[config.mk]
export PLATFORM = sky130hd
export DESIGN_NAME = pcs_delim_framer
export DESIGN_NICKNAME = d
export VERILOG_FILES = /design/src/rtl/pcs_delim_pkg.sv /design/src/rtl/pcs_tx_framer.sv /design/src/rtl/pcs_rx_deframer.sv /design/src/rtl/pcs_delim_framer.sv
export SDC_FILE = /design/constraint.sdc
export NUM_CORES = 1
export LEC_CHECK = 0
export BUFFER_PORTS_ARGS = -buffer_cell sky130_fd_sc_hd__buf_2
export CAP_MARGIN = 20
export CORE_ASPECT_RATIO = 1.4
export CORE_UTILIZATION = 40
export DETAILED_ROUTE_END_ITERATION = 12
export PLACE_DENSITY = 0.61
export SLEW_MARGIN = 20
export SYNTH_ARGS = -nofsm -noshare
export SYNTH_HDL_FRONTEND = slang
export SYNTH_SLANG_ARGS = --single-unit
[constraint.sdc]
create_clock -name clk -period 3.85 [get_ports clk]
set_input_delay 0.5775 -clock clk [delete_from_list [all_inputs] [get_ports clk]]
set_output_delay 0.5775 -clock clk [all_outputs]
set_load 0.01 [all_outputs]
[src/rtl/pcs_delim_pkg.sv]
package pcs_delim_pkg;
  localparam int NIB_W = 4;
  localparam int CG_W  = 5;

  typedef logic [CG_W-1:0]  code_t;
  typedef logic [NIB_W-1:0] nib_t;

  localparam code_t CG_IDLE = 5'b11111;
  localparam code_t CG_J    = 5'b11000;
  localparam code_t CG_K    = 5'b10001;
  localparam code_t CG_T    = 5'b01101;
  localparam code_t CG_R    = 5'b00111;

  typedef struct packed {
    logic ok;
    nib_t nib;
  } dec_t;

  function automatic code_t enc_nib(input nib_t n);
    code_t c;
    case (n)
      4'h0: c = 5'b11110;
      4'h1: c = 5'b01001;
      4'h2: c = 5'b10100;
      4'h3: c = 5'b10101;
      4'h4: c = 5'b01010;
      4'h5: c = 5'b01011;
      4'h6: c = 5'b01110;
      4'h7: c = 5'b01111;
      4'h8: c = 5'b10010;
      4'h9: c = 5'b10011;
      4'hA: c = 5'b10110;
      4'hB: c = 5'b10111;
      4'hC: c = 5'b11010;
      4'hD: c = 5'b11011;
      4'hE: c = 5'b11100;
      default: c = 5'b11101;
    endcase
    return c;
  endfunction

  function automatic dec_t dec_code(input code_t c);
    dec_t d;
    d.ok = 1'b1;
    case (c)
      5'b11110: d.nib = 4'h0;
      5'b01001: d.nib = 4'h1;
      5'b10100: d.nib = 4'h2;
      5'b10101: d.nib = 4'h3;
      5'b01010: d.nib = 4'h4;
      5'b01011: d.nib = 4'h5;
      5'b01110: d.nib = 4'h6;
      5'b01111: d.nib = 4'h7;
      5'b10010: d.nib = 4'h8;
      5'b10011: d.nib = 4'h9;
      5'b10110: d.nib = 4'hA;
      5'b10111: d.nib = 4'hB;
      5'b11010: d.nib = 4'hC;
      5'b11011: d.nib = 4'hD;
      5'b11100: d.nib = 4'hE;
      5'b11101: d.nib = 4'hF;
      default: begin
        d.ok  = 1'b0;
        d.nib = '0;
      end
    endcase
    return d;
  endfunction
endpackage

[src/rtl/pcs_tx_framer.sv]
module pcs_tx_framer
  import pcs_delim_pkg::*;
(
  input  logic  clk,
  input  logic  rst_n,
  input  logic  tx_en,
  input  nib_t  tx_nib,
  output code_t tx_code
);
  typedef enum logic [1:0] {TS_IDLE, TS_K, TS_DATA, TS_R} tx_st_t;

  tx_st_t st_q, st_d;
  code_t  code_d;

  always_comb begin
    st_d   = st_q;
    code_d = CG_IDLE;
    case (st_q)
      TS_IDLE: begin
        if (tx_en) begin
          code_d = CG_J;
          st_d   = TS_K;
        end
      end
      TS_K: begin
        code_d = CG_K;
        st_d   = TS_DATA;
      end
      TS_DATA: begin
        if (tx_en) begin
          code_d = enc_nib(tx_nib);
        end else begin
          code_d = CG_T;
          st_d   = TS_R;
        end
      end
      default: begin
        code_d = CG_R;
        st_d   = TS_IDLE;
      end
    endcase
  end

  always_ff @(posedge clk or negedge rst_n) begin
    if (!rst_n) begin
      st_q    <= TS_IDLE;
      tx_code <= CG_IDLE;
    end else begin
      st_q    <= st_d;
      tx_code <= code_d;
    end
  end
endmodule

[src/rtl/pcs_rx_deframer.sv]
module pcs_rx_deframer
  import pcs_delim_pkg::*;
#(
  parameter nib_t PRE_NIB = 4'h5
)(
  input  logic  clk,
  input  logic  rst_n,
  input  code_t rx_code,
  output logic  rx_dv,
  output nib_t  rx_nib,
  output logic  rx_err,
  output logic  evt_start,
  output logic  evt_end
);
  typedef enum logic [1:0] {RS_HUNT, RS_SECOND, RS_FRAME} rx_st_t;

  rx_st_t st_q, st_d;
  code_t  prev_q;
  dec_t   dec_prev;
  logic   dv_d, err_d;
  nib_t   nib_d;
  logic   next_idle;

  assign dec_prev  = dec_code(prev_q);
  assign next_idle = (rx_code == CG_IDLE);
  assign evt_start = (st_q == RS_HUNT)  && (prev_q == CG_J) && (rx_code == CG_K);
  assign evt_end   = (st_q == RS_FRAME) && (prev_q == CG_T) && (rx_code == CG_R);

  always_comb begin
    st_d  = st_q;
    dv_d  = 1'b0;
    nib_d = '0;
    err_d = 1'b0;
    case (st_q)
      RS_HUNT: begin
        if (prev_q == CG_J) begin
          if (evt_start) begin
            dv_d  = 1'b1;
            nib_d = PRE_NIB;
            st_d  = RS_SECOND;
          end else begin
            err_d = 1'b1;
          end
        end
      end
      RS_SECOND: begin
        dv_d  = 1'b1;
        nib_d = PRE_NIB;
        if (next_idle) begin
          err_d = 1'b1;
          st_d  = RS_HUNT;
        end else begin
          st_d  = RS_FRAME;
        end
      end
      default: begin
        if (evt_end) begin
          st_d = RS_HUNT;
        end else begin
          dv_d  = 1'b1;
          nib_d = dec_prev.ok ? dec_prev.nib : '0;
          err_d = ~dec_prev.ok;
          if (next_idle) begin
            err_d = 1'b1;
            st_d  = RS_HUNT;
          end
        end
      end
    endcase
  end

  always_ff @(posedge clk or negedge rst_n) begin
    if (!rst_n) begin
      st_q   <= RS_HUNT;
      prev_q <= CG_IDLE;
      rx_dv  <= 1'b0;
      rx_nib <= '0;
      rx_err <= 1'b0;
    end else begin
      st_q   <= st_d;
      prev_q <= rx_code;
      rx_dv  <= dv_d;
      rx_nib <= nib_d;
      rx_err <= err_d;
    end
  end
endmodule

[src/rtl/pcs_delim_framer.sv]
module pcs_delim_framer
  import pcs_delim_pkg::*;
#(
  parameter logic [3:0] PRE_NIB = 4'h5
)(
  input  logic       clk,
  input  logic       rst_n,
  input  logic       tx_en,
  input  logic [3:0] tx_nib,
  output logic [4:0] tx_code,
  input  logic [4:0] rx_code,
  output logic       rx_dv,
  output logic [3:0] rx_nib,
  output logic       rx_err
);
  logic rx_evt_start;
  logic rx_evt_end;

  pcs_tx_framer u_tx (
    .clk     (clk),
    .rst_n   (rst_n),
    .tx_en   (tx_en),
    .tx_nib  (tx_nib),
    .tx_code (tx_code)
  );

  pcs_rx_deframer #(.PRE_NIB(PRE_NIB)) u_rx (
    .clk       (clk),
    .rst_n     (rst_n),
    .rx_code   (rx_code),
    .rx_dv     (rx_dv),
    .rx_nib    (rx_nib),
    .rx_err    (rx_err),
    .evt_start (rx_evt_start),
    .evt_end   (rx_evt_end)
  );
endmodule

== After elaboration in Yosys (flattened, before gate mapping) ==
Memory sizes are Yosys's and may differ from the RTL's.
Cells that the tools add are included.
Operators by class
  bitwise gates (word level): 1
  muxes and demuxes: 29
  equality and inequality tests: 29
  reductions and logical operators: 10
Operators by type and width (count)
  5-bit equality test (second input constant): 14
  4-bit one-hot mux with 15 select lines: 1
  5-bit by 4-bit equality test with 1-bit output (second input constant): 6
  16-bit OR reduction: 1
  5-bit one-hot mux with 3 select lines: 1
  2-bit 2-to-1 mux: 7
  4-bit 2-to-1 mux: 3
  1-bit 2-to-1 mux: 9
  2-bit inequality test (second input constant): 4
  4-bit one-hot mux with 2 select lines: 1
  3-bit 2-to-1 mux: 2
  2-bit one-hot mux with 3 select lines: 1
  5-bit by 3-bit equality test with 1-bit output (second input constant): 1
  5-bit 2-to-1 mux: 1
  2-bit by 1-bit equality test with 1-bit output (second input constant): 2
  2-bit equality test (second input constant): 2
  1-bit logical AND: 4
  2-bit logical NOT: 2
  1-bit one-hot mux with 2 select lines: 2
  2-bit one-hot mux with 2 select lines: 1
  4-bit nonzero test: 1
  3-bit AND reduction: 1
  2-bit AND reduction: 1
  1-bit NOT: 1
Word-level totals
  logic and storage cells: 77
  register bits: 20
  memories: 1
  output and inout bits: 11
  input bits: 12
  bits in read-only memories: 80
Memory list
  (name not given): depth 16, width 5, rd ports 1, clocked after Yosys merged registers in 0, write ports 0, line pcs_delim_pkg.sv:21  | case (n)

== Depth between registers and ports, before layout ==
  word-level depth: 7
  gate-level depth with buffers: 6
  gate-level depth less buffers: 6

== Hierarchy ==
A second synthesis with hierarchy kept.
Unflattened totals
  cell total of the unflattened synthesis: 103
  area total of the unflattened synthesis: 1097.3 µm²
Modules (own cells, without submodules)
  pcs_rx_deframer: seq. area each 331.6 µm², times used 1, area each 678.2 µm², cells an instance 59
  pcs_tx_framer: seq. area each 181.4 µm², times used 1, area each 419.2 µm², cells an instance 44

== Least setup slack after synthesis ==
No wires, ideal clock.
  path kind: input to register
  start point: input port rx_code[1]
  end point: register u_rx.rx_nib[0]
  required time: 3.767 ns
  setup time: 0.083 ns
  stages on the path: 4
  arrival time: 1.501 ns
  path buffers: 0
  setup slack: 2.267 ns
  cell sequence: or4b_4 nor4_4 o21ai_2 o21ai_0
Between the ends
  cells in the longest elaborated chain, start to end: 5
  elaborated cells between the ends (all ways): 8
  those cells by class: eq/ne: 2; mux: 4; reduce/logical: 2
Ends and longest elaborated chain
  from (decl): line pcs_delim_framer.sv:11  | input logic [4:0] rx_code,
  5-bit equality test: line pcs_rx_deframer.sv:26  | assign evt_start = (st_q == RS_HUNT) && (prev_q == CG_J) && (rx_code == CG_K);
  1-bit logical AND: line pcs_rx_deframer.sv:26
  3-bit 2-to-1 mux: line pcs_rx_deframer.sv:37  | if (evt_start) begin
  4-bit 2-to-1 mux: line pcs_rx_deframer.sv:36  | if (prev_q == CG_J) begin
  4-bit one-hot mux with 2 select lines (*): line pcs_rx_deframer.sv:34  | case (st_q)
  net u_rx.nib_d[0]: line pcs_rx_deframer.sv:21  | nib_t nib_d;
  to (signal assigned): line pcs_rx_deframer.sv:83  | rx_nib <= nib_d;
  to (decl): line pcs_rx_deframer.sv:10  | output nib_t rx_nib,
The timed path passes the listed nets; every way through them passes the cells marked *.
A chain may end at the register's enable or synchronous reset.

== Worst setup path after layout ==
  start point: register u_rx.prev_q[2]
  end point: register u_rx.rx_err
Between the ends
  cells in the longest elaborated chain, start to end: 7
  elaborated cells between the ends (all ways): 30
  those cells by class: eq/ne: 18; mux: 6; bitwise: 1; reduce/logical: 5
Ends and longest elaborated chain
  from (decl): line pcs_rx_deframer.sv:18  | code_t prev_q;
  from (signal assigned): line pcs_rx_deframer.sv:81  | prev_q <= rx_code;
  5-bit equality test or 5-bit by 4-bit equality test with 1-bit output (tied branches): line pcs_delim_pkg.sv:45  | case (c)
  16-bit OR reduction (no source line)
  1-bit 2-to-1 mux: line pcs_delim_pkg.sv:45
  1-bit NOT: line pcs_rx_deframer.sv:62  | err_d = ~dec_prev.ok;
  1-bit 2-to-1 mux: line pcs_rx_deframer.sv:63  | if (next_idle) begin
  1-bit 2-to-1 mux: line pcs_rx_deframer.sv:57  | if (evt_end) begin
  1-bit one-hot mux with 2 select lines (*): line pcs_rx_deframer.sv:34
  net u_rx.err_d: line pcs_rx_deframer.sv:20  | logic dv_d, err_d;
  to (signal assigned): line pcs_rx_deframer.sv:84  | rx_err <= err_d;
  to (decl): line pcs_rx_deframer.sv:11  | output logic rx_err,
Marked as above.

==> impl_metrics.csv <==
group,metric,value,unit
die,core,2390,um^2
flow_run,cap_viol_max_count,0,
grt,busiest_layer,"met2",
hold_path,min_path_type,"in -> async",
timing,holdWs,0.192,ns
setup_path,r2r_setup_slack,2.31,ns
place,gp_congestion,0.730,
die,die_x,44.5,um
setup_path,worstReg2RegEnd,"u_rx.rx_err$_DFF_PN0_",
timing,fin_skew,0.00146,ns
grt,grt_max_degree,21,
synthesis,syn-cell-area,1010,um^2
timing,max_freq,650,MHz
clock_tree,tritoncts,"yes",
drt,routed_wirelength,1800,um
clock_tree,cts_max_level,1,
setup_path,crit_start,"u_rx.prev_q[2]$_DFF_PN1_",
clock_tree,clock-sinks,20,
place,place_hpwl,1330,um
drt,vias,776,
clock_tree,insertion_delay,0.30,ns
timing,hold_viol,0,
setup_path,path_delay_family,"flip-flops",
power,peakVddDrop,343,uV
die,initial_utilization,42.3,%
synthesis,ys_async_sr_fraction,100,%
layout,n_fill_cell,239,
drt,postRouteAntennaNets,0,
setup_path,max_stage_delay,0.66,ns
layout,multi_input_area,453,um^2
setup_path,cp-start-kind,"flip-flop",
die,num_io_pins,23,
setup_path,rr_worst_depth,4,
grt,grt_pass1_wl,3140,um
drt,wl_per_cell,11.4,um
synthesis,synthFlopType,"dfstp_2",
clock_tree,clk_pin_slew_worst_paths,0.11,ns
die,die_y,61.5,um
drt,viasPerCell,4.91,
synthesis,yosysSeqAreaShare,50.7,%
layout,layout-drive-gt1-share,33.1,%
synthesis,ys_ff_latch,20,
grt,grt_pass1_vias,718,
timing,finalMaxSlewViolations,0,
setup_path,slowest_stage,"dfstp_2",
clock_tree,cts_setup_buffers,0,
setup_path,crit_required,4.03,ns
synthesis,synth_edf_count,0,
grt,grtUsageMet1,20.5,%
grt,gr-usage-met2,25.4,%
drt,first_iter_violations,21,
die,die-area,2740,um^2
power,powerDensity,584,nW/um^2
setup_path,cp_max_fo,10,
timing,rsz0062_at_grt,"false",
timing,min_period,1.54,ns
layout,layout_common_cells,"buf_2, nand2_1, dfstp_2, dfrtp_1, inv_1",
layout,area_growth,19.0,%
setup_path,worstSetupEndpointType,"flip-flop",
timing,tightest_slew,0.421,ns
setup_path,cp_cell_sequence,"nor4b_1 > nand3_1 > nand2_1 > o221ai_1",
layout,regArea,513,um^2
synthesis,yosysWarnings,0,
drt,dr.pass1.iters,4,
die,core.rowCount,21,
timing,relSlewSlack,72.0,%
timing,finalSetupTns,0,ns
clock_tree,ctsHoldBuffers,0,
place,port_buffers,22,
setup_path,critical_path_buf_inv_count,0,
grt,use_met3,2.64,%
synthesis,ys_types,37,
layout,stdcell_count,158,
layout,final_common_cell,"buf_2",
grt,grt_antenna_before_repair,0,
status,outcome,"completed",
layout,post-route-util,50.4,%
drt,drcViolationCount,0,
synthesis,syn-instance-count,100,
layout,diodes,0,
clock_tree,cts-buffers-inserted,3,
setup_path,cp.arrival,1.72,ns
clock_tree,cts_repair_resize_count,0,
synthesis,syn_avg_cell_area,10.1,um^2
synthesis,syn-num-nets,116,
place,dpl.cell_count,154,
grt,grtUsageTotal,15.8,%
power,cellLeakagePower,0.578,nW
timing,fin_crit_sh,40.0,%
layout,nets,141,
grt,grt.overflow.total,0,
timing,finalSetupViolCount,0,
setup_path,worst-setup-path-type,"reg -> reg",
setup_path,rr_startpoint,"u_rx.prev_q[2]$_DFF_PN1_",
clock_tree,cts-root-buf,"clkbuf_4",
clock_tree,clockBufferDepth,2,
-- state kept, by name, indices dropped and copies added (netlist names) --
name          cells
u_rx.rx_err       1
u_rx.prev_q       5
u_tx.tx_code      5
u_rx.rx_nib       4
u_rx.st_q         2
u_rx.rx_dv        1
u_tx.st_q         2
-- cells in the mapped netlist, types with 2 or more instances --
cell type | n | share of area, %
nand2_1 | 11 | 4.1
nand2b_1 | 2 | 1.2
a21oi_1 | 7 | 3.5
o21ai_0 | 6 | 3.0
inv_1 | 9 | 3.3
and3_1 | 2 | 1.2
dfrtp_1 | 10 | 25
ha_1 | 4 | 4.9
dfstp_2 | 10 | 26
nor2_1 | 8 | 3.0
or3_1 | 3 | 1.9
xnor2_1 | 3 | 2.6
-- stage by stage --
stage | cell area [um^2] | power (mW) | setup WS, ns
after floorplan | 1010 | 0.462 | 2.27
after global placement | 1150 | 0.532 | 2.11
after detailed placement | 1150 | 0.540 | 2.09
after CTS | 1200 | 0.712 | 2.30
after global routing | 1200 | 0.761 | 2.14
final | 1200 | 0.704 | 2.31
-- power breakdown --
part	leakage (nW)	switching (mW)	internal (mW)
Sequential	0.237	0.0257	0.282
Combinational	0.312	0.129	0.0962
Clock	0.0279	0.0652	0.105
Total	0.578	0.220	0.484
-- cell type report --
cell class              instances  area share, %
repair buffers                 22           9.14
inverters                       9           2.80
multi-input cells              69           37.6
flip-flops and latches         20           42.6
well taps                      34           3.53
clock buffers                   3           1.87
clock inverters                 1           2.49
-- layer usage --
layer	wire length (um)	part of all wire, %
met1	819	46
met5	0	0
met2	894	50
met3	50	2.8
met4	34	1.9
-- cell families after synthesis --
group	count (synthesis)	synth area share [%]
AO/OA/AOI/OAI	24	14.8
buffers and inverters	11	4.57
adder cells (fa/ha/maj)	4	4.94
flip-flops	20	50.7
XOR/XNOR	4	3.46
AND/OR/NAND/NOR	37	21.5
-- worst reg2reg max path: stages (launching register included) --
cell and delay, ns:
dfstp_2 0.66, nor4b_1 0.30, nand3_1 0.12, nand2_1 0.19
o221ai_1 0.16
-- worst max-delay path by stage --
stage                          endpoint  slack [ns]  depth (start not counted)
2_1_floorplan  u_rx.rx_nib[0]$_DFF_PN0_        2.27                          4
3_3_place_gp   u_rx.rx_nib[2]$_DFF_PN0_        2.11                          5
3_5_place_dp   u_rx.rx_nib[2]$_DFF_PN0_        2.09                          5
4_1_cts                      tx_code[1]        2.30                          1
5_1_grt           u_rx.rx_err$_DFF_PN0_        2.14                          4
6_report          u_rx.rx_err$_DFF_PN0_        2.31                          4
(Power assumes the default switching activity.)
